==> src/rtl/x86c_pkg.sv <==
package x86c_pkg;

  typedef enum logic [3:0] {
    CLS_INVALID = 4'd0,
    CLS_INC     = 4'd1,
    CLS_DEC     = 4'd2,
    CLS_ARPL    = 4'd3,
    CLS_MOVSXD  = 4'd4,
    CLS_SAHF    = 4'd5,
    CLS_LAHF    = 4'd6,
    CLS_BCD     = 4'd7,
    CLS_MOV_IMM = 4'd8,
    CLS_MOV_ABS = 4'd9
  } cls_e;

  typedef enum logic [1:0] {SZ_8 = 2'd0, SZ_16 = 2'd1, SZ_32 = 2'd2, SZ_64 = 2'd3} osz_e;

  // which ModRM interpretation an opcode waits for
  typedef enum logic [1:0] {MR_NONE, MR_GRP5, MR_SX} mr_e;

  typedef enum logic [1:0] {ST_OP, ST_MODRM, ST_TAIL} st_e;

  typedef struct packed {
    logic osz16;
    logic rex_w;
    logic rex_r;
    logic rex_b;
  } pfx_t;

  function automatic osz_e op_size(input logic w, input logic o16);
    if (w)        return SZ_64;
    else if (o16) return SZ_16;
    else          return SZ_32;
  endfunction

endpackage

==> src/rtl/x86c_opdec.sv <==
module x86c_opdec
  import x86c_pkg::*;
(
  input  logic [7:0] op_i,
  input  logic       mode64_i,
  input  logic       lahf_ok_i,
  input  logic       osz16_i,
  input  logic       rex_w_i,
  input  logic       rex_b_i,
  output cls_e       cls_o,
  output logic [3:0] reg_o,
  output osz_e       size_o,
  output mr_e        modrm_o,
  output logic [3:0] tail_o
);

  always_comb begin
    cls_o   = CLS_INVALID;
    reg_o   = 4'd0;
    size_o  = SZ_8;
    modrm_o = MR_NONE;
    tail_o  = 4'd0;
    casez (op_i)
      8'b0100_0???: if (!mode64_i) begin
        cls_o  = CLS_INC;
        reg_o  = {1'b0, op_i[2:0]};
        size_o = op_size(1'b0, osz16_i);
      end
      8'b0100_1???: if (!mode64_i) begin
        cls_o  = CLS_DEC;
        reg_o  = {1'b0, op_i[2:0]};
        size_o = op_size(1'b0, osz16_i);
      end
      8'hFF: modrm_o = MR_GRP5;
      8'h63: modrm_o = MR_SX;
      8'h27, 8'h2F, 8'h37, 8'h3F: if (!mode64_i) cls_o = CLS_BCD;
      8'hD4, 8'hD5: if (!mode64_i) begin
        cls_o  = CLS_BCD;
        tail_o = 4'd1;
      end
      8'h9E: if (!mode64_i || lahf_ok_i) cls_o = CLS_SAHF;
      8'h9F: if (!mode64_i || lahf_ok_i) cls_o = CLS_LAHF;
      8'b1011_1???: begin
        cls_o  = CLS_MOV_IMM;
        reg_o  = {rex_b_i, op_i[2:0]};
        size_o = op_size(rex_w_i, osz16_i);
        tail_o = rex_w_i ? 4'd8 : (osz16_i ? 4'd2 : 4'd4);
      end
      8'hA1: begin
        cls_o  = CLS_MOV_ABS;
        size_o = op_size(rex_w_i, osz16_i);
        tail_o = mode64_i ? 4'd8 : 4'd4;
      end
      default: ;
    endcase
  end

endmodule

==> src/rtl/x86c_modrm.sv <==
module x86c_modrm
  import x86c_pkg::*;
(
  input  mr_e        kind_i,
  input  logic [7:0] modrm_i,
  input  logic       mode64_i,
  input  logic       osz16_i,
  input  logic       rex_w_i,
  input  logic       rex_r_i,
  input  logic       rex_b_i,
  output cls_e       cls_o,
  output logic [3:0] reg_o,
  output osz_e       size_o
);

  logic [1:0] md;
  logic [2:0] rg, rm;

  assign md = modrm_i[7:6];
  assign rg = modrm_i[5:3];
  assign rm = modrm_i[2:0];

  always_comb begin
    cls_o  = CLS_INVALID;
    reg_o  = 4'd0;
    size_o = SZ_8;
    if (md == 2'b11) begin
      unique case (kind_i)
        MR_GRP5: if (rg == 3'd0 || rg == 3'd1) begin
          cls_o  = (rg == 3'd0) ? CLS_INC : CLS_DEC;
          reg_o  = {rex_b_i, rm};
          size_o = op_size(rex_w_i, osz16_i);
        end
        MR_SX: if (mode64_i) begin
          cls_o  = CLS_MOVSXD;
          reg_o  = {rex_r_i, rg};
          size_o = op_size(rex_w_i, osz16_i);
        end else begin
          cls_o  = CLS_ARPL;
          reg_o  = {1'b0, rm};
          size_o = SZ_16;
        end
        default: ;
      endcase
    end
  end

endmodule

==> src/rtl/x86c_classifier.sv <==
module x86c_classifier
  import x86c_pkg::*;
#(
  parameter int MAX_PFX = 4,
  localparam int LEN_W  = $clog2(MAX_PFX + 11)
) (
  input  logic             clk_i,
  input  logic             rst_ni,
  input  logic             mode64_i,
  input  logic             lahf_ok_i,
  input  logic             byte_valid_i,
  input  logic [7:0]       byte_i,
  output logic             byte_ready_o,
  output logic             done_o,
  output logic [3:0]       class_o,
  output logic [3:0]       reg_o,
  output logic [1:0]       size_o,
  output logic [LEN_W-1:0] len_o
);

  st_e              st_q;
  pfx_t             pfx_q;
  mr_e              kind_q;
  logic [LEN_W-1:0] cnt_q;
  logic [3:0]       tail_q;
  cls_e             hold_cls_q, cls_q;
  logic [3:0]       hold_reg_q, reg_q;
  osz_e             hold_size_q, size_q;
  logic             ready_q, done_q;
  logic [LEN_W-1:0] len_q;

  logic take, is_osz, is_rex, is_pfx;
  assign take   = byte_valid_i && ready_q;
  assign is_osz = (byte_i == 8'h66);
  assign is_rex = mode64_i && (byte_i[7:4] == 4'h4);
  assign is_pfx = is_osz || is_rex;

  cls_e       dec_cls, mr_cls;
  logic [3:0] dec_reg, mr_reg, dec_tail;
  osz_e       dec_size, mr_size;
  mr_e        dec_mr;

  x86c_opdec u_opdec (
    .op_i      (byte_i),
    .mode64_i  (mode64_i),
    .lahf_ok_i (lahf_ok_i),
    .osz16_i   (pfx_q.osz16),
    .rex_w_i   (pfx_q.rex_w),
    .rex_b_i   (pfx_q.rex_b),
    .cls_o     (dec_cls),
    .reg_o     (dec_reg),
    .size_o    (dec_size),
    .modrm_o   (dec_mr),
    .tail_o    (dec_tail)
  );

  x86c_modrm u_modrm (
    .kind_i   (kind_q),
    .modrm_i  (byte_i),
    .mode64_i (mode64_i),
    .osz16_i  (pfx_q.osz16),
    .rex_w_i  (pfx_q.rex_w),
    .rex_r_i  (pfx_q.rex_r),
    .rex_b_i  (pfx_q.rex_b),
    .cls_o    (mr_cls),
    .reg_o    (mr_reg),
    .size_o   (mr_size)
  );

  // instruction completes on this byte
  logic       fin;
  cls_e       fin_cls;
  logic [3:0] fin_reg;
  osz_e       fin_size;

  always_comb begin
    fin      = 1'b0;
    fin_cls  = CLS_INVALID;
    fin_reg  = 4'd0;
    fin_size = SZ_8;
    if (take) begin
      unique case (st_q)
        ST_OP: begin
          if (is_pfx) begin
            fin = (cnt_q == LEN_W'(MAX_PFX));
          end else if (dec_mr == MR_NONE && dec_tail == 4'd0) begin
            fin      = 1'b1;
            fin_cls  = dec_cls;
            fin_reg  = dec_reg;
            fin_size = dec_size;
          end
        end
        ST_MODRM: begin
          fin      = 1'b1;
          fin_cls  = mr_cls;
          fin_reg  = mr_reg;
          fin_size = mr_size;
        end
        ST_TAIL: begin
          fin      = (tail_q == 4'd1);
          fin_cls  = hold_cls_q;
          fin_reg  = hold_reg_q;
          fin_size = hold_size_q;
        end
        default: ;
      endcase
    end
  end

  always_ff @(posedge clk_i or negedge rst_ni) begin
    if (!rst_ni) begin
      st_q        <= ST_OP;
      pfx_q       <= '0;
      kind_q      <= MR_NONE;
      cnt_q       <= '0;
      tail_q      <= '0;
      hold_cls_q  <= CLS_INVALID;
      hold_reg_q  <= '0;
      hold_size_q <= SZ_8;
      cls_q       <= CLS_INVALID;
      reg_q       <= '0;
      size_q      <= SZ_8;
      len_q       <= '0;
      done_q      <= 1'b0;
      ready_q     <= 1'b0;
    end else begin
      ready_q <= 1'b1;
      done_q  <= 1'b0;
      if (fin) begin
        cls_q  <= fin_cls;
        reg_q  <= fin_reg;
        size_q <= fin_size;
        len_q  <= cnt_q + 1'b1;
        done_q <= 1'b1;
        cnt_q  <= '0;
        pfx_q  <= '0;
        st_q   <= ST_OP;
      end else if (take) begin
        cnt_q <= cnt_q + 1'b1;
        unique case (st_q)
          ST_OP: begin
            if (is_osz) begin
              pfx_q <= '{osz16: 1'b1, rex_w: 1'b0, rex_r: 1'b0, rex_b: 1'b0};
            end else if (is_rex) begin
              pfx_q.rex_w <= byte_i[3];
              pfx_q.rex_r <= byte_i[2];
              pfx_q.rex_b <= byte_i[0];
            end else if (dec_mr != MR_NONE) begin
              kind_q <= dec_mr;
              st_q   <= ST_MODRM;
            end else begin
              hold_cls_q  <= dec_cls;
              hold_reg_q  <= dec_reg;
              hold_size_q <= dec_size;
              tail_q      <= dec_tail;
              st_q        <= ST_TAIL;
            end
          end
          ST_TAIL: tail_q <= tail_q - 1'b1;
          default: ;
        endcase
      end
    end
  end

  assign byte_ready_o = ready_q;
  assign done_o       = done_q;
  assign class_o      = cls_q;
  assign reg_o        = reg_q;
  assign size_o       = size_q;
  assign len_o        = len_q;

  AST_PFX_CAP: assert property (@(posedge clk_i) disable iff (!rst_ni)
    st_q == ST_OP |-> cnt_q <= LEN_W'(MAX_PFX));

  AST_LEGACY_INCDEC: assert property (@(posedge clk_i) disable iff (!rst_ni)
    take && st_q == ST_OP && !mode64_i && byte_i[7:4] == 4'h4
    |=> done_o && (class_o == CLS_INC || class_o == CLS_DEC));

  AST_REX_SILENT: assert property (@(posedge clk_i) disable iff (!rst_ni)
    take && st_q == ST_OP && mode64_i && byte_i[7:4] == 4'h4 && cnt_q < LEN_W'(MAX_PFX)
    |=> !done_o);

  AST_BCD_LONG: assert property (@(posedge clk_i) disable iff (!rst_ni)
    take && st_q == ST_OP && mode64_i && (byte_i inside {8'h27, 8'h2F, 8'h37, 8'h3F, 8'hD4, 8'hD5})
    |=> done_o && class_o == CLS_INVALID);

  AST_FLAGBYTE_GATE: assert property (@(posedge clk_i) disable iff (!rst_ni)
    take && st_q == ST_OP && mode64_i && !lahf_ok_i && (byte_i inside {8'h9E, 8'h9F})
    |=> done_o && class_o == CLS_INVALID);

  AST_IMM64_LEN: assert property (@(posedge clk_i) disable iff (!rst_ni)
    done_o && class_o == CLS_MOV_IMM && size_o == SZ_64 |-> len_o >= LEN_W'(10));

endmodule

==> config.mk <==
export PLATFORM = sky130hd
export DESIGN_NAME = x86c_classifier
export DESIGN_NICKNAME = d
export VERILOG_FILES = /design/src/rtl/x86c_pkg.sv /design/src/rtl/x86c_opdec.sv /design/src/rtl/x86c_modrm.sv /design/src/rtl/x86c_classifier.sv
export SDC_FILE = /design/constraint.sdc
export NUM_CORES = 1
export LEC_CHECK = 0
export ABC_AREA = 1
export BUFFER_PORTS_ARGS = -buffer_cell sky130_fd_sc_hd__buf_2
export CAP_MARGIN = 20
export CORE_MARGIN = 8
export CORE_UTILIZATION = 59
export DETAILED_ROUTE_END_ITERATION = 6
export GPL_TIMING_DRIVEN = 1
export PLACE_DENSITY = 0.8
export SLEW_MARGIN = 25
export SYNTH_ARGS = -nofsm -noshare
export SYNTH_HDL_FRONTEND = slang
export SYNTH_SLANG_ARGS = --single-unit
==> constraint.sdc <==
create_clock -name clk_i -period 2.4 [get_ports clk_i]
set_clock_uncertainty 0.2 [all_clocks]
set_input_delay 0.24 -clock clk_i [delete_from_list [all_inputs] [get_ports clk_i]]
set_output_delay 0.24 -clock clk_i [all_outputs]
set_load 0.02 [all_outputs]
==> results of run 1 <==
==> cell families (layout without fill, tap and decap cells) <==
logic type / after synthesis / count (layout) / synth area share
buffers and inverters: 51 / 84 / 0.0801
DFF: 42 / 42 / 0.401
other: 1 / 1 / 0.00143
xor gates and xnor gates: 3 / 3 / 0.0100
AOI/OAI and AO/OA: 51 / 51 / 0.124
adders and majority gates: 6 / 6 / 0.0286
and+or+nand+nor: 195 / 195 / 0.355
==> power by group <==
group	internal [mW]	total, mW	leakage [nW]	switching (mW)
Combinational	0.262	0.819	0.895	0.557
Clock	0.333	0.577	0.0573	0.244
Sequential	0.827	0.930	0.570	0.102
==> worst max-delay path by stage <==
stage,startpoint,endpoint,slack (ps),cells past startpoint
2_1_floorplan,st_q[1],hold_cls_q[0],620,9
3_3_place_gp,byte_i[7],class_o[0],270,13
3_5_place_dp,byte_i[7],size_o[0],250,13
4_1_cts,st_q[1],size_o[0],280,8
5_1_grt,st_q[1],class_o[1],90,8
6_report,st_q[1],size_o[0],250,8
==> cells in the mapped netlist, drive strengths merged <==
cell      n
o221ai    1
a22o      1
nand3b    2
nor2     31
xor2      1
ha        6
a32oi     1
nor3      1
a41oi     1
xnor2     2
a31oi     1
nor4      1
a22oi     2
nand4    10
nand3    33
o22ai     1
o21ai    36
o211ai    1
nor3b     1
clkinv    1
conb      1
inv      45
buf       4
nand2   116
clkbuf    1
dfrtp    42
a21oi     6
==> final cells by class <==
type | count | area (um2) | share of cell area
multi-input cells | 256 | 1360 | 0.465
flip-flops and latches | 42 | 1050 | 0.359
inverters | 46 | 173 | 0.0589
repair buffers | 31 | 168 | 0.0572
clock buffers | 6 | 82.6 | 0.0282
well taps | 52 | 65.1 | 0.0222
clock inverters | 1 | 30.0 | 0.0102
==> flip-flops by register name (all words and copies together), names as in the netlist, 2 cells and up <==
| signal | count |
|---|---|
| st_q | 2 |
| len_o | 4 |
| pfx_q | 4 |
| hold_reg_q | 4 |
| hold_size_q | 2 |
| hold_cls_q | 4 |
| kind_q | 2 |
| reg_o | 4 |
| cnt_q | 4 |
| tail_q | 4 |
| size_o | 2 |
| class_o | 4 |
==> routing by layer <==
layer | vias to the layer above | part of all wire | wire length (um)
met1 | 1128 | 0.44 | 2890
li1 | 1200 | - | -
met2 | 114 | 0.47 | 3100
met4 | 0 | 0.027 | 180
met3 | 17 | 0.066 | 438
met5 | - | 0 | 0
==> worst reg2reg max path: stages, from the launching register on <==
cell and delay [ps]:
dfrtp_1 440, nor2_2 340, nand4_1 210, nand2_1 150, a21oi_4 100, nand3_4 310, inv_2 140, nand2_1 80
nand2_1 50
==> through the flow <==
step | std cells | power (mW)
floorplan | 349 | 1.52
global placement | 426 | 1.73
detailed placement | 426 | 1.75
CTS | 434 | 2.33
global route | 434 | 2.47
finish | 434 | 2.33
==> results.md, run 1 <==
- Status: complete, no violations
- GR Util met2: 0.347
- Drt total wl: roughly 6600 um
- Total GRT Usage: 0.218
- Dpl ws: ~250 ps
- Reg2Reg Capture Point: size_o[0]
- GPL Wtd Cong: just under 1
- TritonCTS Buffers: 5
- Max-cap viol count: 0
- Hold slack: 51.6 ps
- Bufs and invs on worst path: 1
- # fillers: approximately 370
- H-tree lvl count: 2
- Setup CP Type: register to register
- Worst Min Path Start: byte_i[1]
- Post CTS Setup Buffer Count: 0
- Die Width: approximately 83 um
- Hold bufs inserted after CTS: 1
- Final HPWL DP: 5040 um
- Fin util: 0.678
- Core area: 0.00432 mm2
- Drt pass-1 iters: 7
- Vias per std cell: 5.67
- Via count: 2,459
- Post-synthesis sequential area ratio: 0.401
- Max_slew headroom: 0.636
- Fin. Hold Viols: 0
- Commonest non-fill, non-tap cell in the layout: nand2_1
- CP startpoint kind: register
- Slew Viols, Final: 0
- Met1 usage: 0.286
- Synth Net Count: around 370
- Die height: between 80 and 90 um
- Final setup margin: between 200 and 300 ps
- Peak supply drop: 0.403 mV
- Worst slew pin tran: ~550 ps
- TritonCTS clock tree: done
- P_leak: around 1.5 nW
- #FFs+latches synth: 42
- PortBufs: 28
- Antenna violations before repair: 0
- Hold Path Depth: 3
- Post-cts resize count: 0
- Post-route DRC: 0
- Final instance area: between 0.002 and 0.003 mm2
- GR Util met3: 0.0368
- Total grt overflow: 0
- RSZ-0062 raised after global routing: no
- Syn Std Cell Area: roughly 0.0026 mm2
- Critical path fanouts, max: 32
- Area growth syn-to-layout: 11.7%
- Site row count: 24
- R2R cell count: 8
- Post-route ant nets: 0
- CTS Buffer Depth: 2
- Crit path cell chain: nor2_2 -> nand4_1 -> nand2_1 -> a21oi_4 -> nand3_4 -> inv_2 -> nand2_1 -> nand2_1
- Fin nets: 401
- FF-to-FF setup slack: around 250 ps
- Synth unique cells: 39
- Antenna diodes: 0
- Instance area after placement: between 0.002 and 0.003 mm2
- Fin Setup TNS: 0 ps
- Initial Util: 0.606
- Final period utilization: 0.895
- Vias in the first global route: around 2,400
- Fmax: 0.466 GHz
- Cells after synthesis: ~350
- Worst path slowest cell: dfrtp_1
- Ys Warns: 0
- CTS root buf: clkbuf_8
- Cell Pwr Density: between 700 and 800 mW/mm2
- CTS Sinks: 42
- # setup viols final: 0
- Family with the most delay on the worst path: simple AND/OR/NAND/NOR gates
- Share of cells above drive strength 1: 0.202
- Largest net degree at the start of global routing: 43
- Critical Path AT: between 2000 and 2500 ps
- Worst-Skew Late Latency: approximately 300 ps
- Hold Path Class: input pin to register
- First-pass GRT wire length: approximately 11,000 um
- Crit end category: register
- Sink of the worst hold path: hold_reg_q[1]
- Delay of the slowest critical-path stage: about 440 ps
- Clock-pin slew on the worst setup and hold paths: 80 ps
- Most used routing layer: met2
- Commonest non-fill, non-tap cells in the layout: 106 x nand2_1, 42 x dfrtp_1, 34 x inv_1
- IO Pins: 29
- Largest cells by area after synthesis: dfrtp_1 40%, nand2_1 15%, nand3_1 5.9%, inv_1 4.9%, nor2_1 3.4%
- Mean Syn Cell Area: around 7.5 um2
- Min Tclk post-route: between 2000 and 2500 ps
- Initial DRC Count: 200
- CP most frequent cell: nand2_1
- WL/cell: approximately 15 um
- Synth area leader: dfrtp_1
- Top cell type's share of synthesized area: 0.401
- Required @ worst endpoint: approximately 2400 ps
- Full die area: slightly below 0.007 mm2
- Worst r2r src: st_q[1]
Power figures use the tool's default switching activity.
==> run 2, diff against run 1 <==
--- a/config.mk
+++ b/config.mk
@@ -6,13 +6,13 @@
 export NUM_CORES = 1
 export LEC_CHECK = 0
 export ABC_AREA = 1
+export ABC_CLOCK_PERIOD_IN_PS = 2400
 export BUFFER_PORTS_ARGS = -buffer_cell sky130_fd_sc_hd__buf_2
 export CAP_MARGIN = 20
 export CORE_MARGIN = 8
-export CORE_UTILIZATION = 59
+export CORE_UTILIZATION = 30
 export DETAILED_ROUTE_END_ITERATION = 6
 export GPL_TIMING_DRIVEN = 1
-export PLACE_DENSITY = 0.8
 export SLEW_MARGIN = 25
 export SYNTH_ARGS = -nofsm -noshare
 export SYNTH_HDL_FRONTEND = slang
==> constraint.sdc (replaced) <==
create_clock -name clk_i -period 2.4 [get_ports clk_i]
set_clock_uncertainty 0.2 [all_clocks]
set_input_delay 0.36 -clock clk_i [delete_from_list [all_inputs] [get_ports clk_i]]
set_output_delay 0.36 -clock clk_i [all_outputs]
set_load 0.02 [all_outputs]
==> run 2 against run 1 <==
Net effect: core utilization is 33 points lower; worst setup slack better by 27 ps; combinational power is 0.5% lower; sequential cell count stayed put; non-clock buffer count is 3 higher; largest cell class unchanged; largest power group unchanged.
==> results.md, run 2 (synthesized netlist as in run 1, its figures left out) <==
- Status: complete, no violations
- Hold Path Class: input pin to register
- Commonest non-fill, non-tap cell in the layout: nand2_1
- TritonCTS clock tree: done
- RSZ-0062 raised after global routing: no
- Hold slack: ~170 ps
- Via count: 2,373
- Share of cells above drive strength 1: 0.210
- Final HPWL DP: approximately 5400 um
- WL/cell: around 14 um
- Setup CP Type: register to register
- TritonCTS Buffers: 5
- Peak supply drop: 0.362 mV
- Fmax: around 0.47 GHz
- Initial DRC Count: between 150 and 200
- H-tree lvl count: 2
- Slew Viols, Final: 0
- Vias per std cell: roughly 4.8
- Antenna violations before repair: 0
- CP startpoint kind: register
- Initial Util: 0.305
- Fin Setup TNS: 0 ps
- Core area: 0.00859 mm2
- Fin util: 0.351
- CTS Buffer Depth: 2
- Post-cts resize count: 0
- Cells after DPL: between 400 and 500
- Min Tclk post-route: about 2100 ps
- Commonest non-fill, non-tap cells in the layout: 106 x nand2_1, 42 x dfrtp_1, 34 x inv_1
- Critical Path AT: approximately 2100 ps
- Clock-pin slew on the worst setup and hold paths: ~80 ps
- Critical path fanouts, max: 32
- Largest net degree at the start of global routing: 33
- Share of power burned in registers: 0.400
- GPL Wtd Cong: between 0.9 and 1
- Fin. Hold Viols: 0
- Final period utilization: 0.884
- Drt pass-1 iters: 4
- Final Total Pwr: 2.30 mW
- Post-route ant nets: 0
- Max-cap viol count: 0
- Max_slew headroom: 0.667
- P_leak: roughly 1.5 nW
- Psw: roughly 900 uW
- CTS Sinks: 42
- Cell Pwr Density: 761 mW/mm2
- PortBufs: 28
- IO Pins: 29
- Crit end category: register
- Fin nets: between 400 and 500
- # fillers: ~960
- Worst-Skew Late Latency: roughly 300 ps
- Area growth syn-to-layout: 15.2%
- Sw Ratio: 0.390
- # setup viols final: 0
- Required @ worst endpoint: 2390 ps
- Worst slew pin tran: just under 500 ps
- Die Width: roughly 110 um
- Site row count: 34
- Full die area: 0.0120 mm2
- Total grt overflow: 0
- CTS root buf: clkbuf_8
- Logic gate share of total power: 0.354
- Clock Power Share: 0.245
- Post-route DRC: 0
- Drt total wl: a little under 7000 um
- Int Power: about 1.4 mW
- Post-Layout Cell Count: ~490
- First-pass GRT wire length: ~12,000 um
- Antenna diodes: 0
- Die height: 109 um
- Total GRT Usage: 0.121
- Vias in the first global route: around 2,400
## run 2: layout make-up
class | instances | area [um2] | area share
multi-input combinational | 256 | 1360 | 0.451
sequential | 42 | 1050 | 0.348
timing repair buffer | 34 | 188 | 0.0621
tap | 108 | 135 | 0.0447
clock inverter | 3 | 43.8 | 0.0145
clock buffer | 5 | 68.8 | 0.0228
inverter | 46 | 173 | 0.0572
## run 2: worst max-delay path, cell delays in order, from the launching register on
cell,delay [ps]
dfrtp_1,420
nor2_2,330
nand4_1,220
nand2_1,160
a21oi_4,100
nand3_4,310
inv_2,130
nand2_1,80
nand2_1,50
## run 2: worst paths after layout
check	start	endpoint	slack (ps)	cells after the start
setup / recovery	st_q[1]	reg_o[2]	280	8
hold / removal	byte_i[1]	hold_reg_q[1]	170	3
setup reg to reg	st_q[1]	reg_o[2]	280	8
hold reg to reg	reg_o[0]	reg_o[0]	280	2
max in group asynchronous	rst_ni	class_o[0]	1020	3
min in group asynchronous	rst_ni	len_o[1]	300	2
## run 2: timing repair
| item | in CTS | in global routing |
|---|---|---|
| endpoints found under the setup margin | 0 | 0 |
| hold buffers | 1 | 0 |
| buffers inserted | 0 | 0 |
| endpoints found under the hold margin | 16 | 0 |
## run 2: through the flow
stage	instance area, um2	setup WS (ps)
2_1_floorplan	2620	622
3_3_place_gp	2900	156
3_5_place_dp	2900	119
4_1_cts	3020	286
5_1_grt	3020	84.9
6_report	3020	279
## run 2: power groups by stage
stage	Clock [mW]	Combinational, mW	Sequential [mW]
detailed placement	0	0.820	0.935
finish	0.564	0.815	0.921
global placement	0	0.812	0.934
CTS	0.577	0.825	0.921
floorplan	0	0.555	0.969
global route	0.605	0.922	0.940
## run 2: routing by layer
| metal | share of wire | GRT usage | up-vias |
|---|---|---|---|
| met2 | 0.45 | 0.190 | 65 |
| met1 | 0.47 | 0.159 | 1088 |
| met4 | 0.034 | 0.0569 | 0 |
| met5 | 0 | 0 | - |
| li1 | - | - | 1203 |
| met3 | 0.045 | 0.0217 | 17 |
